===== config.mk =====
export PLATFORM = sky130hd
export DESIGN_NAME = pred_commit_gate
export DESIGN_NICKNAME = d
export VERILOG_FILES = /design/src/rtl/pcg_pkg.sv /design/src/rtl/pcg_pred_file.sv /design/src/rtl/pcg_commit_ctl.sv /design/src/rtl/pred_commit_gate.sv
export SDC_FILE = /design/constraint.sdc
export NUM_CORES = 1
export LEC_CHECK = 0
export BUFFER_PORTS_ARGS = -buffer_cell sky130_fd_sc_hd__buf_4
export CAP_MARGIN = 5
export CELL_PAD_IN_SITES_DETAIL_PLACEMENT = 1
export CELL_PAD_IN_SITES_GLOBAL_PLACEMENT = 1
export CORE_ASPECT_RATIO = 1.75
export CORE_MARGIN = 10
export CORE_UTILIZATION = 21
export CTS_CLUSTER_DIAMETER = 100
export CTS_CLUSTER_SIZE = 14
export DETAILED_ROUTE_END_ITERATION = 16
export PLACE_DENSITY_LB_ADDON = 0.3
export SETUP_SLACK_MARGIN = 0.3
export SYNTH_ARGS = -nofsm -noshare
export SYNTH_HDL_FRONTEND = slang
export SYNTH_HIERARCHICAL = 1
export SYNTH_SLANG_ARGS = --single-unit
export TNS_END_PERCENT = 50

===== constraint.sdc =====
create_clock -name clk -period 1.25 [get_ports clk]
set_input_delay 0 -clock clk [delete_from_list [all_inputs] [get_ports clk]]
set_output_delay 0 -clock clk [all_outputs]
set_load 0.005 [all_outputs]

===== src/rtl/pcg_pkg.sv =====
// Shared types for the predicated commit gate.
// Assumes: nothing beyond IEEE 1800-2017.
package pcg_pkg;
    // How an instruction with an unresolved predicate is handled
    typedef enum logic {
        PCG_STALL = 1'b0,
        PCG_LATE  = 1'b1
    } pcg_mode_e;
endpackage


===== src/rtl/pcg_pred_file.sv =====
// Predicate register file with one ready bit per register and two
// bypassed read ports. Register 0 is constant true and always ready.
// Assumes: NPRED is a power of two; an issue and a write to the same
// register in one cycle leave it not ready (the issue is younger).
module pcg_pred_file #(
    parameter int NPRED = 8,
    parameter int DW    = 32
) (
    input  logic                     clk,
    input  logic                     rst_n,
    input  logic                     iss_valid,
    input  logic [$clog2(NPRED)-1:0] iss_idx,
    input  logic                     set_valid,
    input  logic [$clog2(NPRED)-1:0] set_idx,
    input  logic [DW-1:0]            set_val,
    input  logic [$clog2(NPRED)-1:0] ra_idx,
    output logic                     ra_ready,
    output logic                     ra_true,
    input  logic [$clog2(NPRED)-1:0] rb_idx,
    output logic                     rb_ready,
    output logic                     rb_true
);
    localparam int PW = $clog2(NPRED);

    logic [NPRED-1:0] rdy_q;
    logic [NPRED-1:0] val_q;
    logic             set_nz;

    assign set_nz = |set_val;

    genvar gi;
    generate
        for (gi = 0; gi < NPRED; gi++) begin : g_reg
            if (gi == 0) begin : g_zero
                assign rdy_q[gi] = 1'b1;
                assign val_q[gi] = 1'b1;
            end else begin : g_live
                // Update value and ready bit; a same-cycle issue clears last
                always_ff @(posedge clk) begin
                    if (!rst_n) begin
                        rdy_q[gi] <= 1'b1;
                        val_q[gi] <= 1'b0;
                    end else begin
                        if (set_valid && set_idx == PW'(gi)) begin
                            rdy_q[gi] <= 1'b1;
                            val_q[gi] <= set_nz;
                        end
                        if (iss_valid && iss_idx == PW'(gi))
                            rdy_q[gi] <= 1'b0;
                    end
                end
            end
        end
    endgenerate

    // Read port A with write bypass
    always_comb begin
        ra_ready = rdy_q[ra_idx];
        ra_true  = val_q[ra_idx];
        if (set_valid && set_idx == ra_idx && ra_idx != '0) begin
            ra_ready = 1'b1;
            ra_true  = set_nz;
        end
    end

    // Read port B with write bypass
    always_comb begin
        rb_ready = rdy_q[rb_idx];
        rb_true  = val_q[rb_idx];
        if (set_valid && set_idx == rb_idx && rb_idx != '0) begin
            rb_ready = 1'b1;
            rb_true  = set_nz;
        end
    end


    property issue_clears_p;
        @(posedge clk) disable iff (!rst_n)
            (iss_valid && iss_idx != '0) |=> !rdy_q[$past(iss_idx)];
    endproperty
    issue_clears_chk: assert property (issue_clears_p);


    property zero_true_p;
        @(posedge clk) disable iff (!rst_n)
            (ra_idx == '0) |-> (ra_ready && ra_true);
    endproperty
    zero_true_chk: assert property (zero_true_p);
endmodule


===== src/rtl/pcg_commit_ctl.sv =====
// Decides commit, squash or stall for the instruction at writeback.
// In late-resolve mode it keeps one pending instruction whose predicate
// is looked up on read port B each cycle.
// Assumes: upstream holds a stalled instruction unchanged.
module pcg_commit_ctl
    import pcg_pkg::*;
#(
    parameter int        NPRED = 8,
    parameter int        NREG  = 32,
    parameter int        DW    = 32,
    parameter pcg_mode_e MODE  = PCG_STALL
) (
    input  logic                     clk,
    input  logic                     rst_n,
    input  logic                     wb_valid,
    input  logic [$clog2(NPRED)-1:0] wb_pidx,
    input  logic [$clog2(NREG)-1:0]  wb_rd,
    input  logic [DW-1:0]            wb_data,
    input  logic                     wb_mem,
    input  logic                     a_ready,
    input  logic                     a_true,
    output logic [$clog2(NPRED)-1:0] b_idx,
    input  logic                     b_ready,
    input  logic                     b_true,
    output logic                     rf_we,
    output logic [$clog2(NREG)-1:0]  rf_waddr,
    output logic [DW-1:0]            rf_wdata,
    output logic                     mem_en,
    output logic                     stall,
    output logic                     squash,
    output logic                     pend_busy
);
    localparam int PW = $clog2(NPRED);
    localparam int RW = $clog2(NREG);

    generate
        if (MODE == PCG_LATE) begin : g_late
            logic          pend_v;
            logic [PW-1:0] pend_pidx;
            logic [RW-1:0] pend_rd;
            logic [DW-1:0] pend_data;
            logic          pend_mem;

            // Capture an unresolved instruction; release when resolved
            always_ff @(posedge clk) begin
                if (!rst_n) begin
                    pend_v    <= 1'b0;
                    pend_pidx <= '0;
                    pend_rd   <= '0;
                    pend_data <= '0;
                    pend_mem  <= 1'b0;
                end else if (pend_v) begin
                    if (b_ready) pend_v <= 1'b0;
                end else if (wb_valid && !a_ready) begin
                    pend_v    <= 1'b1;
                    pend_pidx <= wb_pidx;
                    pend_rd   <= wb_rd;
                    pend_data <= wb_data;
                    pend_mem  <= wb_mem;
                end
            end

            assign b_idx     = pend_pidx;
            assign pend_busy = pend_v;

            // Resolve the pending slot first, else the incoming instruction
            always_comb begin
                rf_we    = 1'b0;
                rf_waddr = wb_rd;
                rf_wdata = wb_data;
                mem_en   = 1'b0;
                stall    = 1'b0;
                squash   = 1'b0;
                if (pend_v) begin
                    stall    = wb_valid;
                    rf_waddr = pend_rd;
                    rf_wdata = pend_data;
                    if (b_ready) begin
                        rf_we  = b_true;
                        mem_en = b_true && pend_mem;
                        squash = !b_true;
                    end
                end else if (wb_valid && a_ready) begin
                    rf_we  = a_true;
                    mem_en = a_true && wb_mem;
                    squash = !a_true;
                end
            end
        end else begin : g_stall
            assign b_idx     = '0;
            assign pend_busy = 1'b0;

            // Commit, squash, or hold in order until the predicate is ready
            always_comb begin
                rf_we    = 1'b0;
                rf_waddr = wb_rd;
                rf_wdata = wb_data;
                mem_en   = 1'b0;
                stall    = 1'b0;
                squash   = 1'b0;
                if (wb_valid) begin
                    if (!a_ready) begin
                        stall = 1'b1;
                    end else begin
                        rf_we  = a_true;
                        mem_en = a_true && wb_mem;
                        squash = !a_true;
                    end
                end
            end
        end
    endgenerate


    property squash_quiet_p;
        @(posedge clk) disable iff (!rst_n)
            squash |-> (!rf_we && !mem_en);
    endproperty
    squash_quiet_chk: assert property (squash_quiet_p);


    property mem_needs_we_p;
        @(posedge clk) disable iff (!rst_n)
            mem_en |-> rf_we;
    endproperty
    mem_needs_we_chk: assert property (mem_needs_we_p);
endmodule


===== src/rtl/pred_commit_gate.sv =====
// Writeback-stage predicate gate: joins the predicate file and the
// commit controller. MODE picks stall or late-resolve handling.
// Assumes: one instruction per cycle at writeback, held while stalled.
module pred_commit_gate
    import pcg_pkg::*;
#(
    parameter int        NPRED = 8,
    parameter int        NREG  = 32,
    parameter int        DW    = 32,
    parameter pcg_mode_e MODE  = PCG_STALL
) (
    input  logic                     clk,
    input  logic                     rst_n,
    input  logic                     wb_valid,
    input  logic [$clog2(NPRED)-1:0] wb_pidx,
    input  logic [$clog2(NREG)-1:0]  wb_rd,
    input  logic [DW-1:0]            wb_data,
    input  logic                     wb_mem,
    input  logic                     piss_valid,
    input  logic [$clog2(NPRED)-1:0] piss_idx,
    input  logic                     pset_valid,
    input  logic [$clog2(NPRED)-1:0] pset_idx,
    input  logic [DW-1:0]            pset_val,
    output logic                     rf_we,
    output logic [$clog2(NREG)-1:0]  rf_waddr,
    output logic [DW-1:0]            rf_wdata,
    output logic                     mem_en,
    output logic                     stall,
    output logic                     squash
);
    localparam int PW = $clog2(NPRED);

    logic          a_ready, a_true, b_ready, b_true, pend_busy;
    logic [PW-1:0] b_idx;

    pcg_pred_file #(.NPRED(NPRED), .DW(DW)) pfile_i (
        .clk(clk), .rst_n(rst_n),
        .iss_valid(piss_valid), .iss_idx(piss_idx),
        .set_valid(pset_valid), .set_idx(pset_idx), .set_val(pset_val),
        .ra_idx(wb_pidx), .ra_ready(a_ready), .ra_true(a_true),
        .rb_idx(b_idx), .rb_ready(b_ready), .rb_true(b_true)
    );

    pcg_commit_ctl #(.NPRED(NPRED), .NREG(NREG), .DW(DW), .MODE(MODE)) ctl_i (
        .clk(clk), .rst_n(rst_n),
        .wb_valid(wb_valid), .wb_pidx(wb_pidx), .wb_rd(wb_rd),
        .wb_data(wb_data), .wb_mem(wb_mem),
        .a_ready(a_ready), .a_true(a_true),
        .b_idx(b_idx), .b_ready(b_ready), .b_true(b_true),
        .rf_we(rf_we), .rf_waddr(rf_waddr), .rf_wdata(rf_wdata),
        .mem_en(mem_en), .stall(stall), .squash(squash),
        .pend_busy(pend_busy)
    );


    property stall_no_effect_p;
        @(posedge clk) disable iff (!rst_n)
            (MODE == PCG_STALL && stall) |-> (!rf_we && !squash && !mem_en);
    endproperty
    stall_no_effect_chk: assert property (stall_no_effect_p);


    property pending_blocks_p;
        @(posedge clk) disable iff (!rst_n)
            (pend_busy && wb_valid) |-> stall;
    endproperty
    pending_blocks_chk: assert property (pending_blocks_p);


    property late_never_stalls_empty_p;
        @(posedge clk) disable iff (!rst_n)
            (MODE == PCG_LATE && !pend_busy) |-> !stall;
    endproperty
    late_never_stalls_empty_chk: assert property (late_never_stalls_empty_p);
endmodule


* Word level (Yosys, flattened, before mapping)
Cells that the tools add are included.
Word-level totals: register bits after elaboration 14, input port bits 84, output and inout port bits 41, logic and storage cells 85
Operators by class: $lt $le $gt $ge 1, eq/ne operators 15, multiplexer cells 28, reduce and logical (&&, ||, !) cells 27
Operators by type and width (count):
- $reduce_or 32->1 | 1
- $mux 1 | 26
- $eq 3x3->1 const B | 8
- $logic_and 1x1->1 | 17
- $reduce_bool 2->1 | 7
- $eq 3x2->1 const B | 4
- $bmux 1 s3 | 2
- $eq 3x1->1 const B | 2
- $lt 3x4->1 const B | 1
- $eq 3x3->1 | 1
- $reduce_bool 3->1 | 1
- $logic_not 1->1 | 1

* Depth between registers and ports, before layout
Gate-level depths: netlist of run 1.
word-level depth 7, gate-level depth with buffers 6, mapped depth without buffers 5

* Hierarchy
Netlist of run 1, hierarchy kept.
By module, submodules not included:
- pcg_pred_file | instances 1, cells an instance 110, area each 952.2 um2, sequential area each 280.3 um2
- pcg_commit_ctl | instances 1, cells an instance 46, area each 346.6 um2, sequential area each 0.0 um2

* Least setup slack after synthesis of run 1
OpenSTA, ideal clock, no wires.
path kind flip-flop to output port, from register pfile_i.rdy_q[3], to output port stall, arrival 1.300 ns, path slack -0.050 ns, cell stages (with the launch flop) 4, path through dfxtp_1 mux4_1 a211o_1 and2b_2
On the way: longest elaborated chain between the ends 5
RTL lines:
- start: declaration | RTL line pcg_pred_file.sv:25 | logic [NPRED-1:0] rdy_q;
- start signal: indexed assignment | RTL line pcg_pred_file.sv:41 | rdy_q[gi] <= 1'b1;
- start signal: indexed assignment | RTL line pcg_pred_file.sv:45 | rdy_q[gi] <= 1'b1;
- start signal: indexed assignment | RTL line pcg_pred_file.sv:49 | rdy_q[gi] <= 1'b0;
- $bmux 1 s3 | RTL line pcg_pred_file.sv:58 | ra_ready = rdy_q[ra_idx];
- $mux 1 (not written as such) | RTL line pcg_pred_file.sv:58
- $mux 1 | RTL line pcg_pred_file.sv:60 | if (set_valid && set_idx == ra_idx && ra_idx != '0) begin
- named net a_ready | RTL line pred_commit_gate.sv:33 | logic a_ready, a_true, b_ready, b_true, pend_busy;
- $mux 1 | RTL line pcg_commit_ctl.sv:102 | if (!a_ready) begin
- $mux 1 | RTL line pcg_commit_ctl.sv:101 | if (wb_valid) begin
- end: declaration | RTL line pred_commit_gate.sv:28 | output logic stall,
The timed path passes the listed nets, and every way through them passes these cells. The select of a mux whose other input is x is not followed.

* Final worst setup path of run 1
from register pfile_i.rdy_q[7], to output port squash
On the way: longest elaborated chain between the ends 5
RTL lines:
- $bmux 1 s3 | RTL line pcg_pred_file.sv:58
- $mux 1 (not written as such) | RTL line pcg_pred_file.sv:58
- $mux 1 | RTL line pcg_pred_file.sv:60
- named net a_ready | RTL line pred_commit_gate.sv:33
- $mux 1 | RTL line pcg_commit_ctl.sv:102
- $mux 1 | RTL line pcg_commit_ctl.sv:101
- end: declaration | RTL line pred_commit_gate.sv:29 | output logic squash
The timed path passes the listed nets, and every way through them passes these cells. The select of a mux whose other input is x is not followed.

==> results of run 1 <==
how the worst max path moves through the flow:
stage	depth (start not counted)	slack, ps	endpoint	from
after detailed placement	4	-130	squash	pfile_i/rdy_q[7]$_SDFFE_PN1P_
final	4	-380	squash	pfile_i/rdy_q[7]$_SDFFE_PN1P_
after global routing	4	-450	squash	pfile_i/rdy_q[7]$_SDFFE_PN1P_
after CTS	4	-390	squash	pfile_i/rdy_q[7]$_SDFFE_PN1P_
after global placement	4	-110	rf_we	pfile_i/rdy_q[7]$_SDFFE_PN1P_
after floorplan	3	30	stall	pfile_i/rdy_q[7]$_SDFFE_PN1P_
timing repair:
action | CTS | global route
endpoints found under the setup margin | 10 | 11
endpoints found under the hold margin | 0 | 0
gates resized for setup | 7 | 8
setup buffers | 1 | 0
pin swaps | 0 | 3
cells in the final DEF (no fill, tap or decap), types with 3 or more instances in the layout:
cell type and count:
clkbuf_8 3, nor2_1 6, nand2b_1 6, a21oi_1 9
mux2i_1 3, nand2_1 11, nor4_2 6, o22ai_1 6
dfxtp_1 13, o21ai_0 7, buf_4 50, buf_6 4
state kept, by name, indices dropped and copies added, names as in the netlist:
register	count
pfile_i/val_q	7
pfile_i/rdy_q	7
final cells by class:
type	count	area (um^2)	share of cell area
multi-input combinational	77	541.8	0.3936
timing repair buffer	55	440.4	0.3200
sequential	14	281.5	0.2045
tap	54	67.56	0.04909
clock buffer	3	41.29	0.03000
inverter	1	3.754	0.002727
layer usage:
layer  share of wire  up-vias  track usage
met4           0.032        0      0.05270
met1            0.34      471      0.06529
met5               0        -            0
met3            0.12       16      0.03624
li1                -      471            -
met2            0.51       58       0.1404
worst max-delay path, cell delays in order (launching register included):
cell and delay (ps):
dfxtp_2 310, mux4_2 450, a211o_1 300, and3b_2 210, buf_6 110
power by group through the flow:
stage | Combinational, mW | Clock, mW | Sequential [mW]
finish | 0.282 | 0.360 | 0.470
global placement | 0.256 | 0 | 0.478
CTS | 0.276 | 0.374 | 0.470
global route | 0.310 | 0.384 | 0.472
floorplan | 0.197 | 0 | 0.477
detailed placement | 0.265 | 0 | 0.479
metrics by stage:
| stage | util | TNS, ps | total power, mW | setup WS [ps] |
|---|---|---|---|---|
| after floorplan | - | 0 | 0.6740 | 25.46 |
| after global placement | 0.2529 | -386.4 | 0.7342 | -107.6 |
| after detailed placement | 0.2529 | -489.7 | 0.7441 | -132.8 |
| after CTS | 0.2672 | -1506 | 1.119 | -391.3 |
| after global routing | 0.2765 | -1735 | 1.166 | -446.3 |
| final | 0.2765 | -1475 | 1.112 | -382.4 |
==> results.md, run 1 <==
* Outcome: finished, violations left
* Failing checks: negative setup slack
* Tmin final at 1632 ps
* Final setup margin at -382.4 ps
* IO Port Bufs at 50
* Detailed placement HPWL at roughly 3 mm
* Comb pwr share at 0.254
* Worst reg2reg path startpoint: pfile_i/rdy_q[7]$_SDFFE_PN1P_
* Fillers at 599
* Fin area at 1376 um^2
* Vias in the first global route at 1206
* Die X at approximately 74 um
* Core Region at 4977 um^2
* CP Capture Type: output pin
* Vias at between 1000 and 1500
* Placed cell area at roughly 1300 um^2
* Largest net degree at the start of global routing at 15
* Pwr dens at 808.3 nW/um^2
* Switching Share at 0.2385
* DR pass1 iterations at 4
* Fmax at about 0.6 GHz
* CP required at about 1300 ps
* Final setup vio count at 4
* Max-Cap Viols at 0
* Worst vdd ir at 0.3597 mV
* Clock Path Buffers at 2
* Gr ovfl total at 0
* Tcrit/Tclk final at 1.306
* Internal cell power at 0.8472 mW
* Placed cells at 200
* Startpoint types: flip-flop
* CTS Root Buffer Type: clkbuf_8
* Worst Hold Launch: wb_rd[1]
* Sequential share of power at 0.422
* Initial Util at 0.2182
* Initial drt markers at 28
* Reg2reg setup slack at 540 ps
* Routed length per instance at 17.14 um
* Routed vias/inst at between 4 and 5
* Warnings from Yosys at 6
* Worst reg2reg endpoint: pfile_i/rdy_q[7]$_SDFFE_PN1P_
* Final hold violation count at 0
* Die Footprint at 8561 um^2
* Post-Route WL at 3.496 mm
* WHS Path Cells at 0
* First-pass GRT wire length at 5.437 mm
* CTS tree: built
* Critical path arrival at 1630 ps
* TritonCTS Buffers at 3
* Syn Nets at 217
* Hold Path End: rf_waddr[1]
* Clock Skew at 0 ps
* WS Path Type: flip-flop to output pin
* Slew of the pin with the lowest slew margin at 315.7 ps
* Leak Pwr at 0.5679 nW
* Hold Buf Count CTS at 0
* Fin Hold WS at 0.002245 ps
* Initial antenna violation count at 0
* R2R depth at 3
* # IOs at 125
* GRT Util Overall at 0.07854
* Synthesized area at ~1100 um^2
* Mean Syn Cell Area at 8.166 um^2
* Net Sw Power at 0.2653 mW
* H-tree level count at 1
* Row cnt at 34
* Final ANT Viol Nets at 0
* Fin cells at around 200
* Worst-Skew Late Latency at 240 ps
* Crit Path Max Fanout at 4
* Layout cells sized above 1 at 0.4867
* Unrepaired setup endpoints after global routing: yes
* Reg clk slew, reported paths at 50 ps
* Clk network pwr share at 0.324
* Number of diodes at 0
* Sink Count at 14
* Final nets at 236
* DRC viols at 0
* Die Ht at ~120 um
* Final Max Tran Viols at 0
* Gpl congestion at 0.7159
* Synth Instances at 133
* Hold crit path type: input pin to output pin
* Max_slew headroom at 0.7884
* Area growth syn-to-layout at 26.73%
Power figures use the tool's default switching activity.
==> run 2: changes to the inputs <==
--- a/config.mk
+++ b/config.mk
@@ -16,9 +16,9 @@
 export CTS_CLUSTER_SIZE = 14
 export DETAILED_ROUTE_END_ITERATION = 16
 export PLACE_DENSITY_LB_ADDON = 0.3
+export RECOVER_POWER = 25
 export SETUP_SLACK_MARGIN = 0.3
 export SYNTH_ARGS = -nofsm -noshare
 export SYNTH_HDL_FRONTEND = slang
 export SYNTH_HIERARCHICAL = 1
 export SYNTH_SLANG_ARGS = --single-unit
-export TNS_END_PERCENT = 50
==> run 2 against run 1 <==
Effect of this change: the run still ends with negative setup slack left; flip-flop and latch count is the same; design area shrank 2.4%; first-iteration DRC count shrank 3.6%; global-route usage grew 0.36 points; die area is the same; critical path type unchanged; total power grew 5.7%; maximum frequency is essentially flat.
==> results.md, run 2 (synthesis results as in run 1) <==
* Initial Util at 0.2182 (unchanged)
* Final Max Tran Viols at 0 (unchanged)
* Largest net degree at the start of global routing at 15 (unchanged)
* Slew of the pin with the lowest slew margin at 414.2 ps (was 315.7 ps)
* Sink Count at 14 (unchanged)
* Routed vias/inst at 4.854 (was 4.980)
* Area growth syn-to-layout at 23.73% (was 26.73%)
* Worst vdd ir at 0.4578 mV (was 0.3597 mV)
* Vias at 995 (was 1016)
* Reg clk slew, reported paths at 60 ps (was 50 ps)
* DRC viols at 0 (unchanged)
* GRT Util Overall at 0.08216 (was 0.07854)
* Layout cells sized above 1 at 0.4503 (was 0.4867)
* Row cnt at 34 (unchanged)
* WS Path Type: flip-flop to output pin (unchanged)
* TritonCTS Buffers at 3 (unchanged)
* Fmax at 0.6128 GHz (was 0.6126 GHz)
* Initial antenna violation count at 0 (unchanged)
* Final hold violation count at 0 (unchanged)
* DR pass1 iterations at 4 (unchanged)
* Die Footprint at 8561 um^2 (unchanged)
* H-tree level count at 1 (unchanged)
* Final ANT Viol Nets at 0 (unchanged)
* Routed length per instance at 17.15 um (was 17.14 um)
* Final setup vio count at 4 (unchanged)
* Number of diodes at 0 (unchanged)
* Critical path arrival at 1630 ps (about the same)
* Final nets at 236 (unchanged)
* Tcrit/Tclk final at 1.306 (about the same)
* CTS tree: built (unchanged)
* Hold crit path type: input pin to output pin (unchanged)
* Clock Skew at 0 ps (unchanged)
* R2R depth at 3 (unchanged)
* Post-Route WL at 3.516 mm (was 3.496 mm)
* Tmin final at 1632 ps (about the same)
* Crit Path Max Fanout at 4 (unchanged)
* Outcome: finished, violations left (unchanged)
* Setup TNS after final layout at -1476 ps (was -1475 ps)
* Failing checks: negative setup slack (unchanged)
* Detailed placement HPWL at 3.096 mm (was 3.092 mm)
* Final setup margin at -382.0 ps (was -382.4 ps)
* CP Capture Type: output pin (unchanged)
* Worst-Skew Late Latency at 240 ps (about the same)
* WHS Path Cells at 0 (unchanged)
* Max_slew headroom at 0.7217 (was 0.7884)
* Vias in the first global route at 1199 (was 1206)
* CTS Root Buffer Type: clkbuf_8 (unchanged)
* Initial drt markers at 27 (was 28)
* Startpoint types: flip-flop (unchanged)
* Largest registers: pfile_i/rdy_q: 7 flops, pfile_i/val_q: 7 flops (unchanged)
* IO Port Bufs at 50 (unchanged)
* Leak Pwr at 0.5670 nW (was 0.5679 nW)
* Gr ovfl total at 0 (unchanged)
* Core Region at 4977 um^2 (unchanged)
* Unrepaired setup endpoints after global routing: yes (unchanged)
* Max-Cap Viols at 0 (unchanged)
* Most frequent cells in the layout: buf_4, dfxtp_1, nand2_1, a21oi_1, o21ai_0 (unchanged)
* Clock Path Buffers at 2 (unchanged)
* # IOs at 125 (unchanged)
* Gpl congestion at 0.7715 (was 0.7159)
* Die Ht at 115.1 um (unchanged)
* Pwr dens at 875.0 nW/um^2 (was 808.3 nW/um^2)
* CP required at 1250 ps (about the same)
* First-pass GRT wire length at 5.616 mm (was 5.437 mm)
* Die X at 74.36 um (unchanged)
* Most common cell after layout, fill and taps aside: buf_4 (unchanged)
* Fin Hold WS at 0.001995 ps (was 0.002245 ps)
-- run 2: layout make-up --
cell class / count / area, um^2
Multi-Input combinational cell: 77 / 508.0
Fill cell: 604 / 3633
Tap cell: 54 / 67.56
Sequential cell: 14 / 281.5
Timing Repair Buffer: 55 / 427.9
Clock buffer: 4 / 55.05
Inverter: 1 / 3.754
-- run 2: path summary, 6_finish.rpt --
| path | end | from | slack [ps] |
|---|---|---|---|
| hold / removal | rf_wdata[3] | wb_data[3] | 0.002 |
| hold reg to reg | pfile_i/rdy_q[5]$_SDFFE_PN1P_ | pfile_i/rdy_q[5]$_SDFFE_PN1P_ | 480 |
| setup reg to reg | pfile_i/rdy_q[7]$_SDFFE_PN1P_ | pfile_i/rdy_q[7]$_SDFFE_PN1P_ | 530 |
| setup / recovery | squash | pfile_i/rdy_q[7]$_SDFFE_PN1P_ | -380 |
-- run 2: repair_timing --
item                                    CTS  global route
endpoints found under the setup margin   11            11
setup buffers                             1             0
resized for setup                         6             3
hold endpoints to repair                  0             0
hold buffers                              0             0
pin swaps                                 1             2
-- run 2: through the flow --
step,util,power [mW],setup WS (ps),std cells,area [um^2]
after detailed placement,0.2504,0.7384,-149.7,200,1246
after global routing,0.2700,1.237,-462.4,205,1344
after floorplan,-,0.6740,25.56,133,1082
final,0.2700,1.176,-382.0,205,1344
after CTS,0.2672,1.192,-400.7,205,1330
after global placement,0.2504,0.7278,-115.2,200,1246
-- run 2: power breakdown --
| group | switching [mW] | internal [mW] |
|---|---|---|
| registers | 0.00735 | 0.463 |
| logic | 0.103 | 0.165 |
| clock network | 0.160 | 0.279 |
| total | 0.270 | 0.906 |
-- run 2: metal layers --
layer	track usage	wire length, um	vias up
met5	0	0	-
met4	0.03431	27	0
met3	0.05177	518	2
met2	0.1471	1872	71
met1	0.06853	1097	450
li1	-	-	472
-- run 2: critical path: stages, from the launching register on --
cell     delay [ps]
dfxtp_2         310
mux4_2          450
a211o_1         300
and3b_2         210
buf_6           110
